File: src/rtl/ilv_pwm_pkg.sv
// Shared constants for the interleaved PWM timer: register address layout
// and the per-channel register field selector.
package ilv_pwm_pkg;

    localparam int CTRL_ADDR = 0;
    localparam int MPER_ADDR = 1;
    localparam int MCMP_BASE = 2;
    localparam int SL_STRIDE = 3;

    typedef enum logic [1:0] {
        SL_PER  = 2'd0,
        SL_DUTY = 2'd1,
        SL_TRIG = 2'd2
    } sl_reg_e;

    // Address of one slave-channel field for a timer with nph channels.
    function automatic int sl_addr(int nph, int ch, sl_reg_e fld);
        return nph + 1 + SL_STRIDE * ch + int'(fld);
    endfunction

endpackage

File: src/rtl/ilv_cfg_regs.sv
// Register file of the interleaved PWM timer.
// Holds the run bit, the shadow copies written by software and the active
// copies used by the counters. Active copies load from the shadows on every
// cycle while stopped and only at the master wrap while running.
// Assumes addresses follow the package layout; unknown addresses are ignored.
module ilv_cfg_regs
    import ilv_pwm_pkg::*;
#(
    parameter int NPH = 3,
    parameter int CW  = 16,
    parameter int AW  = 4
) (
    input  logic                    clk,
    input  logic                    rst_n,
    input  logic                    we,
    input  logic [AW-1:0]           addr,
    input  logic [CW-1:0]           wdata,
    input  logic                    wrap,
    output logic                    run,
    output logic [CW-1:0]           mper,
    output logic [NPH-1:0][CW-1:0]  phase_pt,
    output logic [NPH-1:0][CW-1:0]  sper,
    output logic [NPH-1:0][CW-1:0]  duty,
    output logic [NPH-1:0][CW-1:0]  tcmp
);

    logic [CW-1:0]          sh_mper;
    logic [NPH-1:0][CW-1:0] sh_pt;
    logic [NPH-1:0][CW-1:0] sh_sper;
    logic [NPH-1:0][CW-1:0] sh_duty;
    logic [NPH-1:0][CW-1:0] sh_tcmp;
    logic                   load;

    assign load = !run || wrap;

    // Run bit: written through the control address.
    always_ff @(posedge clk) begin : run_reg
        if (!rst_n) begin
            run <= 1'b0;
        end else if (we && addr == AW'(CTRL_ADDR)) begin
            run <= wdata[0];
        end
    end

    // Shadow registers: capture software writes by address.
    always_ff @(posedge clk) begin : shadow_wr
        if (!rst_n) begin
            sh_mper <= '0;
            for (int k = 0; k < NPH; k++) begin
                sh_pt[k]   <= '0;
                sh_sper[k] <= '0;
                sh_duty[k] <= '0;
                sh_tcmp[k] <= '0;
            end
        end else if (we) begin
            if (addr == AW'(MPER_ADDR)) begin
                sh_mper <= wdata;
            end
            for (int k = 1; k < NPH; k++) begin
                if (addr == AW'(MCMP_BASE + k - 1)) begin
                    sh_pt[k] <= wdata;
                end
            end
            for (int k = 0; k < NPH; k++) begin
                if (addr == AW'(sl_addr(NPH, k, SL_PER))) begin
                    sh_sper[k] <= wdata;
                end
                if (addr == AW'(sl_addr(NPH, k, SL_DUTY))) begin
                    sh_duty[k] <= wdata;
                end
                if (addr == AW'(sl_addr(NPH, k, SL_TRIG))) begin
                    sh_tcmp[k] <= wdata;
                end
            end
        end
    end

    // Active registers: transfer from the shadows at a safe point.
    always_ff @(posedge clk) begin : active_load
        if (!rst_n) begin
            mper <= '0;
            for (int k = 0; k < NPH; k++) begin
                phase_pt[k] <= '0;
                sper[k]     <= '0;
                duty[k]     <= '0;
                tcmp[k]     <= '0;
            end
        end else if (load) begin
            mper <= sh_mper;
            for (int k = 0; k < NPH; k++) begin
                phase_pt[k] <= sh_pt[k];
                sper[k]     <= sh_sper[k];
                duty[k]     <= sh_duty[k];
                tcmp[k]     <= sh_tcmp[k];
            end
        end
    end


    active_hold_chk: assert property (@(posedge clk) disable iff (!rst_n)
        (run && !wrap) |=> ($stable(mper) && $stable(phase_pt) && $stable(sper)
                            && $stable(duty) && $stable(tcmp)));

endmodule

File: src/rtl/ilv_master_cnt.sv
// Master counter of the interleaved PWM timer.
// Counts 0..mper while running and wraps to 0; held at 0 while stopped.
// Raises one restart event per channel: channel 0 on count 0, channel k on
// count == phase_pt[k]. Assumes phase_pt[0] is 0.
module ilv_master_cnt #(
    parameter int NPH = 3,
    parameter int CW  = 16
) (
    input  logic                    clk,
    input  logic                    rst_n,
    input  logic                    run,
    input  logic [CW-1:0]           mper,
    input  logic [NPH-1:0][CW-1:0]  phase_pt,
    output logic [NPH-1:0]          evt,
    output logic                    wrap
);

    logic [CW-1:0] mcnt;

    assign wrap = run && (mcnt == mper);

    // Period counter: step, wrap at the period value, clear when stopped.
    always_ff @(posedge clk) begin : period_cnt
        if (!rst_n) begin
            mcnt <= '0;
        end else if (!run || wrap) begin
            mcnt <= '0;
        end else begin
            mcnt <= mcnt + 1'b1;
        end
    end

    // Phase decode: one restart event per channel at its phase point.
    always_comb begin : phase_decode
        for (int k = 0; k < NPH; k++) begin
            evt[k] = run && (mcnt == phase_pt[k]);
        end
    end


    mcnt_bound_chk: assert property (@(posedge clk) disable iff (!rst_n)
        run |-> (mcnt <= mper));


    wrap_zero_chk: assert property (@(posedge clk) disable iff (!rst_n)
        (run && mcnt == mper) |=> (mcnt == '0));


    idle_hold_chk: assert property (@(posedge clk) disable iff (!rst_n)
        !run |=> (mcnt == '0));

endmodule

File: src/rtl/ilv_slave_ch.sv
// One slave channel of the interleaved PWM timer.
// Restarts its counter at 0 on the master event, then counts up and
// saturates at the slave period. The output is set by the restart and
// cleared when the count reaches the duty value. A one-cycle trigger fires
// when the count arrives at the trigger compare.
// Assumes the active configuration is stable between master wraps.
module ilv_slave_ch #(
    parameter int CW = 16
) (
    input  logic          clk,
    input  logic          rst_n,
    input  logic          run,
    input  logic          evt,
    input  logic [CW-1:0] sper,
    input  logic [CW-1:0] duty,
    input  logic [CW-1:0] tcmp,
    output logic          pwm,
    output logic          trig
);

    logic [CW-1:0] scnt;
    logic [CW-1:0] scnt_nx;
    logic          armed;
    logic          armed_nx;
    logic          moved;
    logic          pwm_nx;
    logic          trig_nx;

    // Next-state logic for counter, output level and trigger pulse.
    always_comb begin : next_state
        armed_nx = run && (armed || evt);
        if (evt) begin
            scnt_nx = '0;
        end else if (scnt < sper) begin
            scnt_nx = scnt + 1'b1;
        end else begin
            scnt_nx = scnt;
        end
        moved   = evt || (scnt_nx != scnt);
        pwm_nx  = armed_nx && (duty != '0) && ((scnt_nx < duty) || (duty >= sper));
        trig_nx = armed_nx && moved && (scnt_nx == tcmp);
    end

    // State registers: counter, arm flag and registered outputs.
    always_ff @(posedge clk) begin : state_regs
        if (!rst_n) begin
            scnt  <= '0;
            armed <= 1'b0;
            pwm   <= 1'b0;
            trig  <= 1'b0;
        end else begin
            scnt  <= scnt_nx;
            armed <= armed_nx;
            pwm   <= pwm_nx;
            trig  <= trig_nx;
        end
    end


    restart_zero_chk: assert property (@(posedge clk) disable iff (!rst_n)
        evt |=> (scnt == '0));


    sat_hold_chk: assert property (@(posedge clk) disable iff (!rst_n)
        (!evt && scnt == sper) |=> (scnt == $past(scnt)));


    zero_duty_chk: assert property (@(posedge clk) disable iff (!rst_n)
        pwm |-> ($past(duty) != '0));


    idle_quiet_chk: assert property (@(posedge clk) disable iff (!rst_n)
        !run |=> (!pwm && !trig));

endmodule

File: src/rtl/ilv_pwm_top.sv
// Top of the interleaved multi-phase PWM timer.
// Ties the register file, the master counter and NPH slave channels
// together and ORs the per-channel trigger pulses into one line.
// Assumes software programs the phase points inside the master period.
module ilv_pwm_top #(
    parameter int NPH = 3,
    parameter int CW  = 16,
    localparam int AW = $clog2(4 * NPH + 1)
) (
    input  logic           clk,
    input  logic           rst_n,
    input  logic           cfg_we,
    input  logic [AW-1:0]  cfg_addr,
    input  logic [CW-1:0]  cfg_wdata,
    output logic [NPH-1:0] pwm_out,
    output logic           adc_trig
);

    logic                   run;
    logic                   wrap;
    logic [CW-1:0]          mper;
    logic [NPH-1:0][CW-1:0] phase_pt;
    logic [NPH-1:0][CW-1:0] sper;
    logic [NPH-1:0][CW-1:0] duty;
    logic [NPH-1:0][CW-1:0] tcmp;
    logic [NPH-1:0]         evt;
    logic [NPH-1:0]         trig_v;

    ilv_cfg_regs #(.NPH(NPH), .CW(CW), .AW(AW)) u_regs (
        .clk      (clk),
        .rst_n    (rst_n),
        .we       (cfg_we),
        .addr     (cfg_addr),
        .wdata    (cfg_wdata),
        .wrap     (wrap),
        .run      (run),
        .mper     (mper),
        .phase_pt (phase_pt),
        .sper     (sper),
        .duty     (duty),
        .tcmp     (tcmp)
    );

    ilv_master_cnt #(.NPH(NPH), .CW(CW)) u_master (
        .clk      (clk),
        .rst_n    (rst_n),
        .run      (run),
        .mper     (mper),
        .phase_pt (phase_pt),
        .evt      (evt),
        .wrap     (wrap)
    );

    for (genvar g = 0; g < NPH; g++) begin : g_ch
        ilv_slave_ch #(.CW(CW)) u_ch (
            .clk   (clk),
            .rst_n (rst_n),
            .run   (run),
            .evt   (evt[g]),
            .sper  (sper[g]),
            .duty  (duty[g]),
            .tcmp  (tcmp[g]),
            .pwm   (pwm_out[g]),
            .trig  (trig_v[g])
        );
    end

    assign adc_trig = |trig_v;

endmodule

File: config.mk
export PLATFORM = sky130hd
export DESIGN_NAME = ilv_pwm_top
export DESIGN_NICKNAME = d
export VERILOG_FILES = /design/src/rtl/ilv_pwm_pkg.sv /design/src/rtl/ilv_cfg_regs.sv /design/src/rtl/ilv_master_cnt.sv /design/src/rtl/ilv_slave_ch.sv /design/src/rtl/ilv_pwm_top.sv
export SDC_FILE = /design/constraint.sdc
export NUM_CORES = 1
export LEC_CHECK = 0
export BUFFER_PORTS_ARGS = -buffer_cell sky130_fd_sc_hd__clkbuf_2
export CORE_MARGIN = 5
export CORE_UTILIZATION = 40
export DETAILED_ROUTE_END_ITERATION = 10
export HOLD_SLACK_MARGIN = 0.12
export PLACE_DENSITY = 0.63
export SLEW_MARGIN = 20
export SYNTH_ARGS = -nofsm -noshare
export SYNTH_HDL_FRONTEND = slang
export SYNTH_HIERARCHICAL = 1
export SYNTH_SLANG_ARGS = --single-unit
File: constraint.sdc
create_clock -name clk -period 5.8 [get_ports clk]
set_input_delay 1.16 -clock clk [delete_from_list [all_inputs] [get_ports clk]]
set_output_delay 1.16 -clock clk [all_outputs]
set_load 0.1 [all_outputs]
==> implementation parameters <==
Parameter                              Value

STA
  Relative max-transition margin    18.97%
  Number of failing hold endpoints at the final stage    0
  Max Transition Viols Final    0
  Minimum period implied by the final worst setup slack    3.972 ns
  Final clock skew    0.02843 ns
  Setup repair after global routing missed its margin    no
  Final-layout setup total negative slack    0 ns
  Final setup violation count    0
  Fmax    251.8 MHz
  Fin crit share    68.48%
  Hold slack final    0.4577 ns
  Pin slew with the least headroom to its limit    1.213 ns

Drt
  Wire length after detailed routing    59.45 mm
  Final ANT Viol Nets    0
  Routed length per instance    17.94 µm
  DRC    0
  First-iteration detailed-routing DRC count    1,236
  Total via count after detailed routing    17,700
  DR vias/cell    5.342
  TritonRoute pass-1 iters    7

Die
  Area of the die    61,970 µm²
  Starting utilization of the core area    40.42%
  Cell row count    87
  Core Footprint    56,500 µm²
  Die width    248.9 µm
  I/O pin cnt    27
  Die Y    248.9 µm

Worst setup path
  Critical Path Max Stage Delay    0.54 ns
  Element type at the critical path start    flip-flop
  CP arrival    4.49 ns
  Kind of end point of the critical path    flip-flop
  Cell at the slowest stage of the critical path    sky130_fd_sc_hd__or3_2
  Kind of critical path    flip-flop to flip-flop
  Worst path cell trace    inv_1 > ha_1 > a211oi_1 > nor2_1 > nor3_1 > nand3_4 > or3_2 > a21oi_2 > ha_1 > a21o_1 > a21o_1 > a21oi_1 > nor2_1 > a211oi_1 > o311ai_0 > a21oi_1
  CP Data Required Time    6.32 ns
  Biggest fanout along the worst timing path    22

Cells and area
  Fraction of final layout cells sized beyond drive strength 1    7.271%
  Number of diodes    0
  Top library cells by usage in the layout, fill and taps aside    sky130_fd_sc_hd__nand2_1 (636), sky130_fd_sc_hd__dfxtp_1 (458), sky130_fd_sc_hd__mux2i_1 (198)
  P&R area growth vs syn    9.336%
  Final Net Count    2,685
  Most frequent standard cell in the layout excluding fill and tap cells    sky130_fd_sc_hd__nand2_1

Yosys
  Post-synthesis xor/xnor area fraction    5.325%
  Share of cell area taken by muxes after synthesis    8.777%
  Proportion of netlist area held by the largest area contributor    40.15%
  Yosys warning count    6
  Average instance area after synthesis    8.855 µm²
  Largest family of logic cells by synthesized area    simple AND/OR/NAND/NOR gates
  Sequential fraction of the synthesis area    40.15%
  Number of distinct library cells after synthesis    81
  Cell types occupying the most area after synthesis    sky130_fd_sc_hd__dfxtp_1 (40%), sky130_fd_sc_hd__nand2_1 (10%), sky130_fd_sc_hd__mux2i_1 (8.7%)
  Simple-gate share of the synthesized area    19.61%
  Cell accounting for the most synthesized area    sky130_fd_sc_hd__dfxtp_1
  Async set-reset flop share out of synthesis    0%
  Flop and latch count out of synthesis    458
  Predominant post-synthesis flop cell    sky130_fd_sc_hd__dfxtp_1
  Number of synthesized flops with an enable pin    0
  Cells after synthesis    2,579
  Post-synthesis share of cell area spent on full adders, half adders and majority gates    7.780%
  Mapped cell area    22,840 µm²
  Synth Area in Compound Gates    12.75%

Clock tree
  Post-CTS repair timing setup buffer count    0
  H-tree level count    2
  Clock root buffer    sky130_fd_sc_hd__clkbuf_16
  Post-CTS clock slew at the launch and capture registers of the worst setup and hold paths    0.06 ns
  Clock buffers created by TritonCTS    48
  Max clock buf depth    3
  Clock tree from TritonCTS    done
  CTS Hold Bufs    0
  Clock sink total    458
  # resized after CTS    0
  Worst skew pair latency    0.60 ns

Global route
  Met2 demand-to-capacity share in global routing    29.82%
  Global routing usage on met3    3.393%
  Initial antenna violation count    2
  GRT Util Overall    18.62%
  Gr busiest metal    met2
  Met1 track utilization from global routing    25.79%
  Overflow left after global routing    0
  First-pass GRT wire length    95.08 mm
  Via count of the first global-routing pass    17,340
  Largest net degree at the start of global routing    115

Pwr
  Cell Pwr Density    270.4 nW/µm²
  Worst IR Drop VDD    191.0 µV
  Leakage dissipation    9.255 nW

Placed design
  DPL Wire Length    39.83 mm
  # port buffers    26
  Routability congestion estimate    0.9206

Run
  Max Cap Violations    0

Outcome
  Outcome    finished clean

Worst hold path
  Worst hold path type    flip-flop to flip-flop
## worst max-delay path, delay by kind of cell, from the launching register on
family	cells	cell delay, ns
compound gates	8	1.57
buf+inv	1	0.07
fa+ha+maj	2	0.60
simple gates	5	1.32
flops	1	0.34
## Yosys cell counts, types with 7 or more instances
cell type and instances:
sky130_fd_sc_hd__a21o_1 26, sky130_fd_sc_hd__nor2_1 55, sky130_fd_sc_hd__dfxtp_1 458, sky130_fd_sc_hd__nor2b_1 13, sky130_fd_sc_hd__a21boi_0 192, sky130_fd_sc_hd__or3_1 18, sky130_fd_sc_hd__a21oi_1 55, sky130_fd_sc_hd__o21ai_0 31
sky130_fd_sc_hd__nand2b_1 9, sky130_fd_sc_hd__buf_2 29, sky130_fd_sc_hd__o21a_1 10, sky130_fd_sc_hd__o31ai_1 12, sky130_fd_sc_hd__nor4_1 25, sky130_fd_sc_hd__nand4_1 44, sky130_fd_sc_hd__xnor2_1 101, sky130_fd_sc_hd__ha_1 142
sky130_fd_sc_hd__and3_1 7, sky130_fd_sc_hd__nor3_1 33, sky130_fd_sc_hd__a21oi_2 8, sky130_fd_sc_hd__nand3_1 26, sky130_fd_sc_hd__clkbuf_1 101, sky130_fd_sc_hd__and4_1 12, sky130_fd_sc_hd__and2_1 36, sky130_fd_sc_hd__or4_1 12
sky130_fd_sc_hd__mux2i_1 198, sky130_fd_sc_hd__inv_1 109, sky130_fd_sc_hd__nand2_1 637, sky130_fd_sc_hd__o211ai_1 8, sky130_fd_sc_hd__xor2_1 19, sky130_fd_sc_hd__buf_4 27
## cell type report
type / count / area [µm²]
multi-input combinational: 1857 / 12480
sequential: 458 / 9169
timing repair buffer: 46 / 302.8
clock buffer: 73 / 1458
tap: 756 / 945.9
fill: 5490 / 31530
clock inverter: 15 / 201.4
inverter: 109 / 409.1
## cells by family after synthesis
| group | Yosys count |
|---|---|
| simple gates | 973 |
| flops | 458 |
| compound gates | 398 |
| buf+inv | 279 |
| mux | 200 |
| fa+ha+maj | 142 |
| xor+xnor | 128 |
| other cells | 1 |
## report_power, final
group	switching, W	leakage (nW)	internal [W]
clock	0.00130	0.807	0.00191
combinational	0.000218	4.75	0.000115
sequential	0.0000263	3.69	0.00318
## path summary, 6_finish.rpt
kind	cells after the start	endpoint	from	slack [ns]
max	16	g_ch[2].u_ch/pwm	u_regs/sper[45]	1.83
max reg2reg	16	g_ch[2].u_ch/pwm	u_regs/sper[45]	1.83
min	2	u_regs/sh_tcmp[17]	u_regs/sh_tcmp[17]	0.46
min reg2reg	2	u_regs/sh_tcmp[17]	u_regs/sh_tcmp[17]	0.46
## through the flow
step | util, % | instance area, µm² | total power, W | std cells | worst slack, ns
2_1_floorplan | - | 22890 | 0.003522 | 2594 | 2.398
3_3_place_gp | 41.26 | 23310 | 0.003599 | 3226 | 2.033
3_5_place_dp | 41.26 | 23310 | 0.003605 | 3226 | 1.866
4_1_cts | 44.20 | 24970 | 0.006827 | 3314 | 1.840
5_1_grt | 44.20 | 24970 | 0.006990 | 3314 | 1.509
6_report | 44.20 | 24970 | 0.006752 | 3314 | 1.828
## metal layers
| layer | share of wire, % | vias up | wire (µm) |
|---|---|---|---|
| met5 | 0.045 | - | 27 |
| met4 | 2.9 | 4 | 1695 |
| met3 | 4.8 | 111 | 2863 |
| met2 | 45 | 357 | 26520 |
| met1 | 48 | 8604 | 28340 |
| li1 | - | 8628 | - |
No activity file was read; power rests on OpenSTA's default activity.
